[config.mk]
export PLATFORM = sky130hd
export DESIGN_NAME = supply_reset_seq
export DESIGN_NICKNAME = d
export VERILOG_FILES = /design/src/rtl/srs_pkg.sv /design/src/rtl/srs_trip_sel.sv /design/src/rtl/srs_delay_ctr.sv /design/src/rtl/srs_status_flag.sv /design/src/rtl/supply_reset_seq.sv
export SDC_FILE = /design/constraint.sdc
export NUM_CORES = 1
export LEC_CHECK = 0
export BUFFER_PORTS_ARGS = -buffer_cell sky130_fd_sc_hd__buf_2
export CAP_MARGIN = 20
export CORE_AREA = 2 2 39 41
export DETAILED_ROUTE_END_ITERATION = 6
export DIE_AREA = 0 0 41 43
export PLACE_DENSITY = 0.39
export SLEW_MARGIN = 0
export SYNTH_ARGS = -nofsm -noshare
export SYNTH_HDL_FRONTEND = slang
export SYNTH_HIERARCHICAL = 1
export SYNTH_SLANG_ARGS = --single-unit
[constraint.sdc]
create_clock -name clk_i -period 2.2 [get_ports clk_i]
set_input_delay 0.55 -clock clk_i [delete_from_list [all_inputs] [get_ports clk_i]]
set_output_delay 0.55 -clock clk_i [all_outputs]
set_load 0.01 [all_outputs]
[src/rtl/srs_pkg.sv]
package srs_pkg;

    typedef enum logic [1:0] {
        SEQ_HOLD  = 2'd0,
        SEQ_COUNT = 2'd1,
        SEQ_RUN   = 2'd2
    } seq_state_e;

    typedef struct packed {
        logic pri_low;
        logic bo_low;
        logic pri_off_fw;
        logic suspend;
    } supply_view_t;

    function automatic logic pri_monitor_on(input supply_view_t v);
        return !v.pri_off_fw && !v.suspend;
    endfunction

    function automatic int unsigned cnt_width(input int unsigned n);
        return (n > 1) ? $clog2(n) : 1;
    endfunction

endpackage

[src/rtl/srs_trip_sel.sv]
module srs_trip_sel
    import srs_pkg::*;
(
    input  supply_view_t view_i,
    input  logic         running_i,
    output logic         trip_o
);
    logic pri_on;

    always_comb begin
        pri_on = pri_monitor_on(view_i);
        if (pri_on)
            trip_o = running_i && view_i.pri_low;
        else
            trip_o = running_i && view_i.bo_low;
    end
endmodule

[src/rtl/srs_delay_ctr.sv]
module srs_delay_ctr
    import srs_pkg::*;
#(
    parameter int unsigned START_TICKS = 8
) (
    input  logic clk_i,
    input  logic rst_i,
    input  logic active_i,
    input  logic tick_i,
    output logic done_o
);
    localparam int unsigned CNT_W = cnt_width(START_TICKS);
    localparam logic [CNT_W-1:0] LAST = CNT_W'(START_TICKS - 1);

    logic [CNT_W-1:0] cnt_q;

    assign done_o = active_i && tick_i && (cnt_q == LAST);

    always_ff @(posedge clk_i) begin
        if (rst_i || !active_i)
            cnt_q <= '0;
        else if (tick_i && !done_o)
            cnt_q <= cnt_q + 1'b1;
    end
endmodule

[src/rtl/srs_status_flag.sv]
module srs_status_flag (
    input  logic clk_i,
    input  logic rst_i,
    input  logic set_i,
    input  logic clr_i,
    output logic flag_o
);
    always_ff @(posedge clk_i) begin
        if (rst_i)
            flag_o <= 1'b1;
        else if (set_i)
            flag_o <= 1'b1;
        else if (clr_i)
            flag_o <= 1'b0;
    end
endmodule

[src/rtl/supply_reset_seq.sv]
module supply_reset_seq
    import srs_pkg::*;
#(
    parameter int unsigned START_TICKS = 8
) (
    input  logic clk_i,
    input  logic rst_i,
    input  logic pri_low_i,
    input  logic bo_low_i,
    input  logic pri_off_i,
    input  logic suspend_i,
    input  logic tick_i,
    input  logic evt_clr_i,
    output logic chip_rst_o,
    output logic sup_evt_o
);
    seq_state_e   state_q, state_d;
    supply_view_t view;
    logic         trip;
    logic         cnt_done;

    assign view = '{pri_low: pri_low_i, bo_low: bo_low_i,
                    pri_off_fw: pri_off_i, suspend: suspend_i};

    srs_trip_sel u_trip (
        .view_i    (view),
        .running_i (state_q == SEQ_RUN),
        .trip_o    (trip)
    );

    srs_delay_ctr #(.START_TICKS(START_TICKS)) u_delay (
        .clk_i    (clk_i),
        .rst_i    (rst_i),
        .active_i (state_q == SEQ_COUNT && !pri_low_i),
        .tick_i   (tick_i),
        .done_o   (cnt_done)
    );

    srs_status_flag u_flag (
        .clk_i  (clk_i),
        .rst_i  (rst_i),
        .set_i  (trip),
        .clr_i  (evt_clr_i),
        .flag_o (sup_evt_o)
    );

    // Recovery always watches the primary flag, whatever the disable bit.
    always_comb begin
        state_d = state_q;
        unique case (state_q)
            SEQ_HOLD:  if (!pri_low_i) state_d = SEQ_COUNT;
            SEQ_COUNT: if (pri_low_i) state_d = SEQ_HOLD;
                       else if (cnt_done) state_d = SEQ_RUN;
            SEQ_RUN:   if (trip) state_d = SEQ_HOLD;
            default:   state_d = SEQ_HOLD;
        endcase
    end

    always_ff @(posedge clk_i) begin
        if (rst_i) state_q <= SEQ_HOLD;
        else       state_q <= state_d;
    end

    assign chip_rst_o = (state_q != SEQ_RUN);
endmodule

[Yosys cells after proc, flatten, opt, wreduce, memory -nomap -nowiden]
Cells that the tools add are included.
Operators by class
  $add $sub $neg: 1
  reduce and logical (&&, ||, !) cells: 16
  muxes and demuxes: 6
  equal/unequal tests: 7
Operators with widths (number)
  $mux W2: 4
  $logic_and A1 B1 Y1: 7
  $ne A2 B2 Y1 const B: 3
  $pmux W2 S3: 1
  $logic_not A1 Y1: 5
  $add A3 B1 Y3 const B: 1
  $eq A3 B3 Y1 const B: 1
  $ne A3 B2 Y1 const B: 1
  $reduce_and A3 Y1: 1
  $eq A2 B1 Y1 const B: 1
  $eq A2 B2 Y1 const B: 1
  $logic_not A2 Y1: 1
  $reduce_or A2 Y1: 1
  $logic_or A1 B1 Y1: 1
  $mux W1: 1
Word-level totals
  input port bits: 8
  word-level logic and storage cells: 33
  register bits after elaboration: 6

[Longest topological paths before layout]
  word-level depth: 7
  mapped depth: 5
  gate-level depth less buffers: 5

[Cells and area by module]
The synthesis kept the hierarchy.
By module, submodules not included
  srs_delay_ctr: area each 152.6 µm², times used 1, sequential area each 60.1 µm², cells an instance 14
  supply_reset_seq: area each 91.3 µm², times used 1, sequential area each 40.0 µm², cells an instance 9
  srs_status_flag: area each 32.5 µm², times used 1, sequential area each 20.0 µm², cells an instance 4
  srs_trip_sel: area each 18.8 µm², times used 1, sequential area each 0.0 µm², cells an instance 3

[Worst setup path after synthesis]
OpenSTA, ideal clock, no wires.
  path type: register to register
  start point: reg u_delay.cnt_q[0]
  end point: reg state_q[0]
  path buffers: 0
  arrival: 1.207 ns
  data required time: 2.085 ns
  library setup time: 0.115 ns
  period minus slack after synthesis: 1.322 ns
  setup slack: 0.878 ns
  stages on the path, launching flop included: 5
  cells stage by stage: dfxtp_1 ha_1 ha_1 and3_2 a2111oi_0
On the way
  word-level cells in the longest chain between the ends: 4
RTL lines
  from (decl): RTL line srs_delay_ctr.sv:15  | logic [CNT_W-1:0] cnt_q;
  from (signal assigned): RTL line srs_delay_ctr.sv:23  | cnt_q <= cnt_q + 1'b1;
  $eq A3 B3 Y1: RTL line srs_delay_ctr.sv:17  | assign done_o = active_i && tick_i && (cnt_q == LAST);
  $logic_and A1 B1 Y1: RTL line srs_delay_ctr.sv:17
  named net cnt_done: RTL line supply_reset_seq.sv:20  | logic cnt_done;
  $ne A3 B2 Y1 (no line)
  $reduce_and A3 Y1 (no line)
  to (signal assigned): RTL line supply_reset_seq.sv:61  | else state_q <= state_d;
  to (decl): RTL line supply_reset_seq.sv:17  | seq_state_e state_q, state_d;
The timed path passes the listed nets, and every way through them passes these cells.
A chain may end at the register's enable or synchronous reset.

[Worst setup path in the final report]
  start point: reg state_q[1]
  end point: out chip_rst_o
On the way
  word-level cells in the longest chain between the ends: 1
RTL lines
  $ne A2 B2 Y1: RTL line supply_reset_seq.sv:64  | assign chip_rst_o = (state_q != SEQ_RUN);
  to (decl): RTL line supply_reset_seq.sv:14  | output logic chip_rst_o,
No other way between the ends.

==> flow_summary.json <==
{
  "status": "complete, no violations",
  "drtPass1Iterations": 3,
  "via_per_inst": 4.328,
  "ant_nets": 0,
  "synthesis.nets": 40,
  "critical_path.max_fanout": 5,
  "setup_violations": 0,
  "power_uw": 230.0,
  "placed_cells": 55,
  "grt.total_usage": 0.08241,
  "worst_setup_path_end_kind": "output pin",
  "power_density_nw_per_um2": 600.8,
  "whs_path_depth": 2,
  "startpoint": "state_q[1]$_SDFFE_PP0P_",
  "ys_async_sr_fraction": 0,
  "diodes": 0,
  "ys_warn_count": 6,
  "synth_commonest_cells": "6 x dfxtp_1, 4 x nor2_1, 2 x ha_1, 2 x inv_1, 2 x mux2i_1",
  "hold_buffers": 0,
  "stdcell_count": 58,
  "dieArea_um2": 1763,
  "r2r-end": "state_q[0]$_SDFFE_PP0P_",
  "drc": 0,
  "grt_pass1_vias": 243,
  "layout_min_cycle_time_ps": 1575,
  "grt_overflow": 0,
  "setup_tns_ps": 0,
  "synth_edf_count": 0,
  "fp.dieH_um": 43,
  "clkPwrFrac": 0.426,
  "critical_path_class": "reg -> out",
  "htreeDepth": 1,
  "wl_per_cell_um": 9.845,
  "post-route-period-util": 0.7161,
  "p_int_uw": 183.6,
  "ys_ff_latch": 6,
  "final_cell_area_um2": 382.9,
  "avgSynthCellArea_um2": 9.843,
  "place.gp.congestion": 0.6018,
  "timing.fmax_mhz": 634.7,
  "hold_viol_final": 0,
  "seqPwrFrac": 0.494,
  "vias": 251,
  "antenna_found_initial": 0,
  "die_w_um": 41,
  "crit_family": "flip-flops",
  "synth_area_leaders": "dfxtp_1 41%, ha_1 8.5%, mux2i_1 6.8%",
  "clk_latency_ps": 240,
  "arrival_ps": 1030,
  "r2r_slack_ps": 790,
  "post_synth_instance_area_um2": 295.3,
  "clkTransAtPathRegs_ps": 50,
  "relSlewSlack": 0.7908,
  "multi_input_area_um2": 167.7,
  "critical_path.slowest_cell": "dfxtp_1",
  "start_kind": "flip-flop",
  "power_switching_uw": 46.39,
  "n_fill_cell": 147,
  "numClockSinks": 6,
  "grt_setup_unrepaired": "no",
  "cts_tree": "yes",
  "synth.distinct_cells": 19,
  "p_comb_frac": 0.080,
  "seq_area_um2": 120.1,
  "power_leakage_uw": 0.0001703,
  "initial_core_util": 0.2134,
  "ir_drop_v": 0.0002219,
  "seq_area_frac_synth": 0.4068,
  "drt_wl_total_um": 571,
  "synthFlopType": "dfxtp_1",
  "postPlaceCellArea_um2": 360.3,
  "whs_ps": 445.5,
  "swShare": 0.2017,
  "synth_cells": 30,
  "fin_skew_ps": 5.313,
  "clockRootBuffer": "clkbuf_4",
  "final_nets": 54,
  "cp-endpoint": "chip_rst_o",
  "min_path_type": "reg -> reg",
  "path_cells": "nor2b_1, inv_1, buf_2",
  "place_hpwl_um": 489.3,
  "syn_to_final_growth_pct": 29.66,
  "numCtsBuffers": 3,
  "drtIter0Drc": 1,
  "core-area_um2": 1384,
  "yosysMostFrequentCell": "dfxtp_1",
  "cts_buffer_depth": 2,
  "yosysTopAreaCell": "dfxtp_1",
  "synth_top_area_frac": 0.4068,
  "crit_buf_inv": 2,
  "cts_resized": 0,
  "crit_required_ps": 1650,
  "grt_max_degree": 6,
  "rows": 14,
  "r2r-start": "u_delay/cnt_q[0]$_SDFFE_PP0P_",
  "worstMarginPinSlew_ps": 305.9,
  "max_cap_viol_count": 0,
  "drive_gt1_frac": 0.3333,
  "slowest_delay_ps": 370,
  "cp_num_cells": 3,
  "pin_count": 10,
  "final_max_slew_viol_count": 0,
  "cts_setup_buffers": 0,
  "grt_pass1_wl_um": 917,
  "port_buffers": 9,
  "reg2regPathDepth": 4
}
## tightest hold or removal path, delay by kind of cell, from the launching register on
kind	cells	cell delay (ps)
buffers and inverters	1	50
flip-flops	1	300
AO/OA/AOI/OAI	1	50
## how the worst min path moves through the flow
stage                                from                         end  slack (ps)
4_1_cts        u_flag/flag_o$_SDFFE_PP1P_  u_flag/flag_o$_SDFFE_PP1P_         450
3_5_place_dp   u_flag/flag_o$_SDFFE_PP1P_  u_flag/flag_o$_SDFFE_PP1P_         440
6_report       u_flag/flag_o$_SDFFE_PP1P_  u_flag/flag_o$_SDFFE_PP1P_         450
2_1_floorplan     state_q[1]$_SDFFE_PP0P_     state_q[0]$_SDFFE_PP0P_         440
3_3_place_gp   u_flag/flag_o$_SDFFE_PP1P_  u_flag/flag_o$_SDFFE_PP1P_         440
5_1_grt                         evt_clr_i  u_flag/flag_o$_SDFFE_PP1P_         480
## kinds of logic (layout without fill, tap and decap cells)
group | Yosys count | count (layout) | share of synthesized area
simple gates | 12 | 12 | 0.2712
xor+xnor | 1 | 1 | 0.02967
buf+inv | 2 | 14 | 0.02543
flops | 6 | 6 | 0.4068
mux | 2 | 2 | 0.06780
fa+ha+maj | 2 | 2 | 0.08473
compound gates | 5 | 5 | 0.1144
## through the flow
| stage | utilization | setup WS, ps |
|---|---|---|
| 3_5_place_dp | 0.2604 | 705.9 |
| 4_1_cts | 0.2767 | 615.6 |
| 5_1_grt | 0.2767 | 556.5 |
| 6_report | 0.2767 | 624.6 |
| 3_3_place_gp | 0.2604 | 761.1 |
| 2_1_floorplan | - | 878.3 |
## metal layers
metal	GRT usage	routed length, um	up-vias
met5	0	0	-
met4	0.04000	0	0
met3	0.06806	58	0
met2	0.1219	278	6
met1	0.07742	234	114
li1	-	-	131
## area by class of cell
class | count | share of cell area
multi-input cells | 22 | 0.4379
flip-flops and latches | 6 | 0.3137
repair buffers | 9 | 0.1176
clock buffers | 3 | 0.05882
well taps | 16 | 0.05229
inverters | 2 | 0.01961
## registers in the layout, indices dropped and copies added (netlist names)
signal         cells
state_q            2
u_delay/cnt_q      3
u_flag/flag_o      1
## cell usage in the layout, fill, tap and decap left out, types with 2 or more instances in the layout
cell	instances
buf_2	9
clkbuf_4	3
ha_1	2
nor2_1	4
inv_1	2
mux2i_1	2
dfxtp_1	6
## power by group through the flow
stage | registers, uW | clock network [uW] | logic, uW
final | 114 | 98.0 | 18.5
after global routing | 114 | 111 | 20.4
after CTS | 113 | 105 | 18.7
after detailed placement | 116 | 0 | 18.6
after global placement | 115 | 0 | 18.3
after floorplan | 116 | 0 | 7.83
(Power assumes the default switching activity.)
